--- src/rtl/alu_pkg.sv ---
package alu_pkg;
  typedef enum logic [1:0] {
    OP_ADD  = 2'd0,
    OP_SEXT = 2'd1,
    OP_CMP  = 2'd2,
    OP_NONE = 2'd3
  } alu_op_e;

  typedef struct packed {
    logic ca_half;
    logic ca_full;
  } carry_pair_t;
endpackage

--- src/rtl/alu_adder.sv ---
// Full-width adder that also yields the carry out of the low half
// and the signed overflow of both widths from one carry chain.
module alu_adder #(
  parameter int W  = 64,
  parameter int HW = 32
) (
  input  logic [W-1:0] a,
  input  logic [W-1:0] b,
  input  logic         cin,
  output logic [W-1:0] sum,
  output logic         co_full,
  output logic         co_half,
  output logic         ov_full,
  output logic         ov_half
);
  logic [W:0] total;

  assign total = {1'b0, a} + {1'b0, b} + {{W{1'b0}}, cin};
  assign sum     = total[W-1:0];
  assign co_full = total[W];
  // Carry into bit HW recovered from the sum bit and the operand bits there.
  assign co_half = total[HW] ^ a[HW] ^ b[HW];

  assign ov_full = (co_full ^ sum[W-1])  & ~(a[W-1]  ^ b[W-1]);
  assign ov_half = (co_half ^ sum[HW-1]) & ~(a[HW-1] ^ b[HW-1]);
endmodule

--- src/rtl/alu_sext.sv ---
// Sign extension from a byte length chosen among powers of two.
module alu_sext #(
  parameter int W     = 64,
  parameter int LEN_W = 4,
  parameter int NSEL  = 3
) (
  input  logic [W-1:0]     a,
  input  logic [LEN_W-1:0] len,
  output logic [W-1:0]     res
);
  logic [W-1:0] ext [NSEL];

  for (genvar k = 0; k < NSEL; k++) begin : g_len
    localparam int NB = 8 * (1 << k);
    assign ext[k] = {{(W - NB){a[NB-1]}}, a[NB-1:0]};
  end

  always_comb begin
    res = a;
    for (int k = 0; k < NSEL; k++) begin
      if (int'(len) == (1 << k)) res = ext[k];
    end
  end
endmodule

--- src/rtl/alu_carry_stage.sv ---
module alu_carry_stage
  import alu_pkg::*;
#(
  parameter int W     = 64,
  parameter int HW    = 32,
  parameter int LEN_W = 4,
  parameter int NSEL  = 3
) (
  input  logic             clk,
  input  logic             rst,
  input  logic [1:0]       op_i,
  input  logic [LEN_W-1:0] len_i,
  input  logic [W-1:0]     a_i,
  input  logic [W-1:0]     b_i,
  input  logic [1:0]       carry_i,
  input  logic             so_i,
  output logic [W-1:0]     result_o,
  output logic [1:0]       carry_o,
  output logic [1:0]       ov_o,
  output logic             so_o
);
  localparam int TOTW = W + 1;

  alu_op_e      op;
  logic         is_add;
  logic         add_cin;
  logic [W-1:0] sum;
  logic         co_full, co_half, ov_full, ov_half;
  logic [W-1:0] ext_res;
  logic [W-1:0] res_d;
  carry_pair_t  ca_d;
  logic [1:0]   ov_d;
  logic         so_d;

  assign op      = alu_op_e'(op_i);
  assign is_add  = (op == OP_ADD);
  // Compare shares the adder with its carry forced to zero.
  assign add_cin = is_add & carry_i[0];

  alu_adder #(.W(W), .HW(HW)) u_adder (
    .a       (a_i),
    .b       (b_i),
    .cin     (add_cin),
    .sum     (sum),
    .co_full (co_full),
    .co_half (co_half),
    .ov_full (ov_full),
    .ov_half (ov_half)
  );

  alu_sext #(.W(W), .LEN_W(LEN_W), .NSEL(NSEL)) u_sext (
    .a   (a_i),
    .len (len_i),
    .res (ext_res)
  );

  always_comb begin
    res_d = '0;
    ca_d  = '0;
    ov_d  = '0;
    so_d  = so_i;
    unique case (op)
      OP_ADD: begin
        res_d        = sum;
        ca_d.ca_full = co_full;
        ca_d.ca_half = co_half;
        ov_d         = {ov_half, ov_full};
        so_d         = so_i | ov_full;
      end
      OP_SEXT: res_d = ext_res;
      OP_CMP:  res_d = sum;
      default: res_d = '0;
    endcase
  end

  always_ff @(posedge clk) begin
    if (rst) begin
      result_o <= '0;
      carry_o  <= '0;
      ov_o     <= '0;
      so_o     <= 1'b0;
    end else begin
      result_o <= res_d;
      carry_o  <= {ca_d.ca_half, ca_d.ca_full};
      ov_o     <= ov_d;
      so_o     <= so_d;
    end
  end

  assert_add_sum_R1: assert property (@(posedge clk) disable iff (rst)
    (op_i == 2'd0) |=> ({carry_o[0], result_o} ==
      ({1'b0, $past(a_i)} + {1'b0, $past(b_i)} + TOTW'($past(carry_i[0])))));

  assert_ov_full_R3: assert property (@(posedge clk) disable iff (rst)
    (op_i == 2'd0) |=> (ov_o[0] ==
      ((carry_o[0] ^ result_o[W-1]) & ~($past(a_i[W-1]) ^ $past(b_i[W-1])))));

  assert_ov_half_R4: assert property (@(posedge clk) disable iff (rst)
    (op_i == 2'd0) |=> (ov_o[1] ==
      ((carry_o[1] ^ result_o[HW-1]) & ~($past(a_i[HW-1]) ^ $past(b_i[HW-1])))));

  assert_flags_clear_R8: assert property (@(posedge clk) disable iff (rst)
    (op_i != 2'd0) |=> (carry_o == 2'b00 && ov_o == 2'b00));

  assert_so_keep_R9: assert property (@(posedge clk) disable iff (rst)
    so_i |=> so_o);

  assert_so_pass_R9: assert property (@(posedge clk) disable iff (rst)
    (op_i != 2'd0) |=> (so_o == $past(so_i)));

  assert_none_zero_R10: assert property (@(posedge clk) disable iff (rst)
    (op_i == 2'd3) |=> (result_o == '0));

  assert_reset_clear_R11: assert property (@(posedge clk)
    rst |=> (result_o == '0 && carry_o == 2'b00 && ov_o == 2'b00 && !so_o));
endmodule

--- config.mk ---
export PLATFORM = sky130hd
export DESIGN_NAME = alu_carry_stage
export DESIGN_NICKNAME = d
export VERILOG_FILES = /design/src/rtl/alu_pkg.sv /design/src/rtl/alu_adder.sv /design/src/rtl/alu_sext.sv /design/src/rtl/alu_carry_stage.sv
export SDC_FILE = /design/constraint.sdc
export NUM_CORES = 1
export LEC_CHECK = 0
export ABC_AREA = 0
export BUFFER_PORTS_ARGS = -buffer_cell sky130_fd_sc_hd__buf_2
export CAP_MARGIN = 20
export CORE_MARGIN = 4
export CORE_UTILIZATION = 40
export CTS_BUF_LIST = sky130_fd_sc_hd__clkbuf_4 sky130_fd_sc_hd__clkbuf_8
export DETAILED_ROUTE_END_ITERATION = 10
export PLACE_DENSITY = 0.66
export SKIP_CTS_REPAIR_TIMING = 1
export SLEW_MARGIN = 20
export SYNTH_ARGS = -nofsm -noshare
export SYNTH_HDL_FRONTEND = slang
export SYNTH_HIERARCHICAL = 1
export SYNTH_SLANG_ARGS = --single-unit
--- constraint.sdc ---
create_clock -name clk -period 3.8 [get_ports clk]
set_clock_uncertainty 0.05 [all_clocks]
set_input_delay 0.76 -clock clk [delete_from_list [all_inputs] [get_ports clk]]
set_output_delay 0.76 -clock clk [all_outputs]
set_load 0.01 [all_outputs]
==> results of run 1 <==
==> layer usage <==
| metal | wire length, um | share of wire [%] | vias up | global-route usage, % |
|---|---|---|---|---|
| li1 | - | - | 4135 | - |
| met1 | 11470 | 45 | 3784 | 29.95 |
| met2 | 11600 | 46 | 271 | 38.32 |
| met3 | 1882 | 7.4 | 46 | 5.213 |
| met4 | 465 | 1.8 | 6 | 6.617 |
| met5 | 28 | 0.11 | - | 0 |
==> sequential cells by signal (all words and copies together) (netlist names) <==
| register | flops |
|---|---|
| so_o | 1 |
| result_o | 64 |
| carry_o | 2 |
| ov_o | 2 |
==> power by group <==
| part | switching, mW | internal, mW | total (mW) |
|---|---|---|---|
| sequential | 0.0163 | 0.791 | 0.808 |
| clock | 0.341 | 0.277 | 0.618 |
| combinational | 0.701 | 0.586 | 1.29 |
| total | 1.06 | 1.66 | 2.71 |
==> path summary, 6_finish.rpt <==
path / slack [ns] / end / startpoint / cells past startpoint
worst max-delay path: 0.12 / result_o[61] / carry_i[0] / 17
worst min-delay path: 0.58 / so_o / so_i / 2
==> through the flow <==
| stage | hold WS [ns] | area (um2) | TNS (ns) | utilization [%] |
|---|---|---|---|---|
| 6_report | 0.5816 | 9552 | 0 | 50.56 |
| 5_1_grt | 0.5919 | 9547 | -0.04911 | 50.53 |
| 4_1_cts | 0.5642 | 9478 | -0.1699 | 50.17 |
| 3_5_place_dp | 0.9789 | 9298 | -4.621 | 49.21 |
| 3_3_place_gp | 0.9850 | 9298 | -4.363 | 49.21 |
| 2_1_floorplan | 0.8491 | 7815 | 0 | - |
==> layout make-up <==
cell class                      instances  area (um2)  share of cell area [%]
Multi-Input combinational cell        853        5874                   61.50
Timing Repair Buffer                  292        1693                   17.72
Sequential cell                        69        1381                   14.46
Tap cell                              260       325.3                   3.406
Clock buffer                           12       158.9                   1.664
Inverter                               24       90.09                  0.9431
Clock inverter                          3       21.27                  0.2227
Antenna cell                            3       7.507                 0.07860
==> Yosys cell counts (all sizes together) (5+ instances only) <==
cell type    n  area, um2
a211o        7      61.31
a211oi       5      42.54
a21o        38      285.3
a21oi      140      700.7
a221oi       7      67.56
and2        11      68.82
and3         6      37.54
buf         41      312.8
clkbuf      37      143.9
dfxtp       69       1381
ha          63      788.3
inv         24      90.09
mux2i       34      340.3
nand2       85      321.6
nand2b      70      437.9
nand3        9      45.04
nand3b      70      525.5
nand4       18      118.9
nor2        43      161.4
nor2b       11      68.82
nor3        11      60.06
nor4         9      56.30
o211ai       7      57.55
o21a         6      45.04
o21ai       71      362.9
o21bai      13      97.59
or3          6      42.54
xnor2       39      341.6
xor2        23      201.4
==> cell families (layout without fill, tap and decap cells) <==
family	after synthesis	in the layout	share of synthesized area (%)
mux	34	34	4.390
fa+ha+maj	65	65	10.68
simple gates	364	364	26.71
compound gates	328	328	26.21
buf+inv	103	331	7.182
flops	69	69	17.82
xor+xnor	62	62	7.005
other cells	0	3	0
==> flow_metrics.py, run 1 <==
metrics = {
    "placement": {
        "portBuffers": 206,
        "dp.cells": 1495,
        "post-place-ws_ns": -0.5201,
        "dp_hpwl_um": 19630,
        "gp_congestion": 0.9590,
    },
    "timing": {
        "worst_slack_ns": 0.1227,
        "min_period_over_period_pct": 96.77,
        "clock.fmax_mhz": 271.9,
        "slew-limit-headroom_pct": 53.76,
        "post-route-min-period_ns": 3.677,
        "worst_pin_slew_ns": 0.6935,
        "setup_violations": 0,
        "slew_viol_final": 0,
        "rsz0062_at_grt": "yes",
        "finalHoldViolCount": 0,
    },
    "status": {
        "status": "finished clean",
    },
    "flow_run": {
        "drv_cap": 0,
    },
    "routing": {
        "avgRoutedWirePerCell_um": 16.79,
        "vias": 8242,
        "wl_um": 25450,
        "drc": 0,
        "drt_first_pass_iters": 5,
        "avgViaCountPerCell": 5.437,
        "ant_nets": 0,
        "drt_iter0_drc": 464,
    },
    "worst_setup_path": {
        "crit_type": "input port to flip-flop",
        "cpMaxStageDelayCell": "a211oi_1",
        "worst_path_largest_cell_delay_ns": 0.43,
        "cp.required_ns": 4.00,
        "cp.arrival_ns": 3.88,
        "path_buf_inv": 4,
        "critical_path.top_delay_family": "compound AO/OA/AOI/OAI gates",
        "critical_path.endpoint_type": "flip-flop",
        "crit_chain": "buf_2 -> nor3b_4 -> fa_2 -> buf_4 -> a21oi_1 -> nand4b_1 -> a21oi_1 -> o21ai_0 -> buf_4 -> a21oi_1 -> o21ai_0 -> a211oi_1 -> buf_4 -> a21oi_1 -> a311o_1 -> nand2b_1 -> a21oi_1",
        "critical_path_peak_fanout": 3,
        "crit_top_cell": "a21oi_1",
        "crit_path_start_kind": "input port",
    },
    "final_layout": {
        "fillCellCount": 1949,
        "final_common_cell": "buf_2",
        "final_nets": 1453,
        "layout-drive-gt1-share_pct": 27.13,
        "fin_cells": 1516,
        "area_growth_pct": 23.21,
        "final_cell_mix": "204 x buf_2, 139 x a21oi_1, 86 x buf_4",
    },
    "die": {
        "start_util_pct": 41.03,
        "die_width_um": 147.2,
        "die_height_um": 147.2,
        "num_rows": 50,
        "dieArea_um2": 21670,
        "coreArea_um2": 18890,
        "io_pins": 208,
    },
    "clocking": {
        "cts_root_buf": "clkbuf_8",
        "clock-sinks": 69,
        "htreeDepth": 3,
        "tritoncts": "built",
        "cts_buffers": 9,
        "clkTransAtPathRegs_ns": 0.09,
        "clockBufferDepth": 2,
    },
    "global_routing": {
        "grt_overflow": 0,
        "grt_pass1_wl_um": 41220,
        "grt_start_max_net_pins": 74,
        "grt_util_all_layers_pct": 23.03,
        "antenna_found_initial": 4,
        "grt_pass1_vias": 8236,
    },
    "logic_synthesis": {
        "syn_area_per_cell_um2": 7.563,
        "syn_inst": 1025,
        "synth-edff-count": 0,
        "postSynth.asyncResetShare_pct": 0,
        "yosys_warnings": 6,
        "syn_area_um2": 7752,
        "synth_ff_type": "dfxtp_1",
        "synthDistinctLibCells": 75,
        "synth-seq-cells": 69,
        "syn_nets": 1229,
        "ys_seq_area_share_pct": 17.82,
    },
    "min_path": {
        "hp-class": "input port to flip-flop",
    },
    "power_and_ir_drop": {
        "p_leak_nw": 4.568,
        "peakVddDrop_mv": 0.1603,
        "powerDensity_nw_per_um2": 284.1,
        "total_power_mw": 2.714,
    },
}
No activity file was read; power rests on OpenSTA's default activity.
==> run 2: changes to the inputs <==
CORE_MARGIN = 2   (was 4)
==> flow_metrics.py, run 2 (same netlist as run 1, synthesis figures left out) <==
metrics = {
    "power_and_ir_drop": {
        "p_leak_nw": 4.576,
        "swShare_pct": 38.21,
        "power_frac_seq_pct": 29.8,
        "p_int_mw": 1.681,
        "clock_power_share_pct": 23.0,
        "combPwrFrac_pct": 47.3,
        "p_switching_mw": 1.039,
        "peakVddDrop_mv": 0.1604,
        "powerDensity_nw_per_um2": 284.6,
    },
    "global_routing": {
        "grt_pass1_wl_um": 39250,
        "grt_overflow": 0,
        "antenna_found_initial": 7,
        "grt_util_all_layers_pct": 23.91,
        "grt_pass1_vias": 8112,
        "grt_start_max_net_pins": 89,
    },
    "worst_setup_path": {
        "cp.arrival_ns": 3.80,
        "crit_type": "input port to flip-flop",
        "cp.required_ns": 3.98,
        "critical_path.endpoint_type": "flip-flop",
        "critical_path_peak_fanout": 3,
        "crit_path_start_kind": "input port",
    },
    "final_layout": {
        "final_cell_mix": "205 x buf_2, 140 x a21oi_1, 87 x buf_4",
        "post-route-util_pct": 50.76,
        "largest_register": "result_o",
        "area_growth_pct": 23.29,
        "layout-drive-gt1-share_pct": 27.35,
        "final_common_cell": "buf_2",
        "final_nets": 1453,
        "largest_register_ffs": 64,
        "biggestRegsByFlops": "result_o: 64 flops, carry_o: 2 flops, ov_o: 2 flops",
    },
    "timing": {
        "min_period_over_period_pct": 95.46,
        "post-route-min-period_ns": 3.627,
        "hold_slack_ns": 0.5561,
        "fin_tns_setup_ns": 0,
        "slew-limit-headroom_pct": 28.85,
        "setup_violations": 0,
        "finalHoldViolCount": 0,
        "clock.fmax_mhz": 275.7,
        "slew_viol_final": 0,
        "worst_pin_slew_ns": 1.067,
    },
    "clocking": {
        "cts_buffers": 9,
        "clock-sinks": 69,
        "clkTransAtPathRegs_ns": 0.08,
        "tritoncts": "built",
        "cts_root_buf": "clkbuf_8",
        "clockBufferDepth": 2,
        "htreeDepth": 3,
    },
    "routing": {
        "wl_um": 25160,
        "vias": 8259,
        "avgViaCountPerCell": 5.441,
        "ant_nets": 0,
        "drt_iter0_drc": 531,
        "drt_first_pass_iters": 5,
        "drc": 0,
        "avgRoutedWirePerCell_um": 16.57,
    },
    "die": {
        "dieArea_um2": 20510,
        "die_width_um": 143.2,
        "num_rows": 50,
        "die_height_um": 143.2,
        "start_util_pct": 41.17,
        "io_pins": 208,
        "coreArea_um2": 18830,
    },
    "flow_run": {
        "drv_cap": 0,
    },
    "placement": {
        "gp_congestion": 0.9389,
        "dp_hpwl_um": 19160,
        "portBuffers": 206,
    },
    "min_path": {
        "hp-class": "input port to flip-flop",
    },
    "status": {
        "status": "finished clean",
    },
}
[run 2: worst max-delay path, cell delays in order]
cell	delay (ns)
buf_2	0.12
nor3b_4	0.15
fa_2	0.37
inv_2	0.07
fa_2	0.24
nor2b_4	0.05
o2111a_2	0.27
o211ai_1	0.24
and3_4	0.24
o31ai_2	0.09
a2111oi_0	0.41
nor2_1	0.11
a221o_1	0.37
xor2_1	0.15
nand2b_1	0.07
a21oi_1	0.06
[run 2: power groups by stage]
| stage | Sequential, mW | Clock, mW | Combinational [mW] |
|---|---|---|---|
| 5_1_grt | 0.815 | 0.664 | 1.42 |
| 3_3_place_gp | 0.826 | 0 | 1.26 |
| 4_1_cts | 0.810 | 0.644 | 1.27 |
| 3_5_place_dp | 0.826 | 0 | 1.26 |
| 6_report | 0.809 | 0.625 | 1.29 |
| 2_1_floorplan | 0.863 | 0 | 0.815 |
[run 2: worst paths after layout]
path                    from      endpoint  slack, ns  cells after the start
setup / recovery  carry_i[0]  result_o[62]       0.17                     16
hold / removal          so_i          so_o       0.56                      2
[run 2: per-layer routing]
metal	wire length [um]	part of all wire, %	track usage [%]
met5	25	0.099	0
met4	513	2.0	8.566
met3	1719	6.8	4.863
met2	11490	46	39.64
met1	11410	45	30.77
[run 2: metrics by stage]
| step | instances | cell area (um2) | worst slack (ns) | power (mW) |
|---|---|---|---|---|
| 2_1_floorplan | 1025 | 7815 | 0.001052 | 1.678 |
| 3_3_place_gp | 1497 | 9313 | -0.5590 | 2.082 |
| 3_5_place_dp | 1497 | 9313 | -0.5298 | 2.091 |
| 4_1_cts | 1513 | 9499 | -0.1238 | 2.727 |
| 5_1_grt | 1515 | 9550 | -0.009653 | 2.900 |
| 6_report | 1518 | 9558 | 0.1726 | 2.720 |
[run 2: layout make-up]
class	count	area, um2
multi-input combinational	853	5886
fill	1874	9273
sequential	69	1381
inverter	24	90.09
clock inverter	1	5.005
timing repair buffer	292	1679
clock buffer	15	181.4
tap	260	325.3
antenna	4	10.01
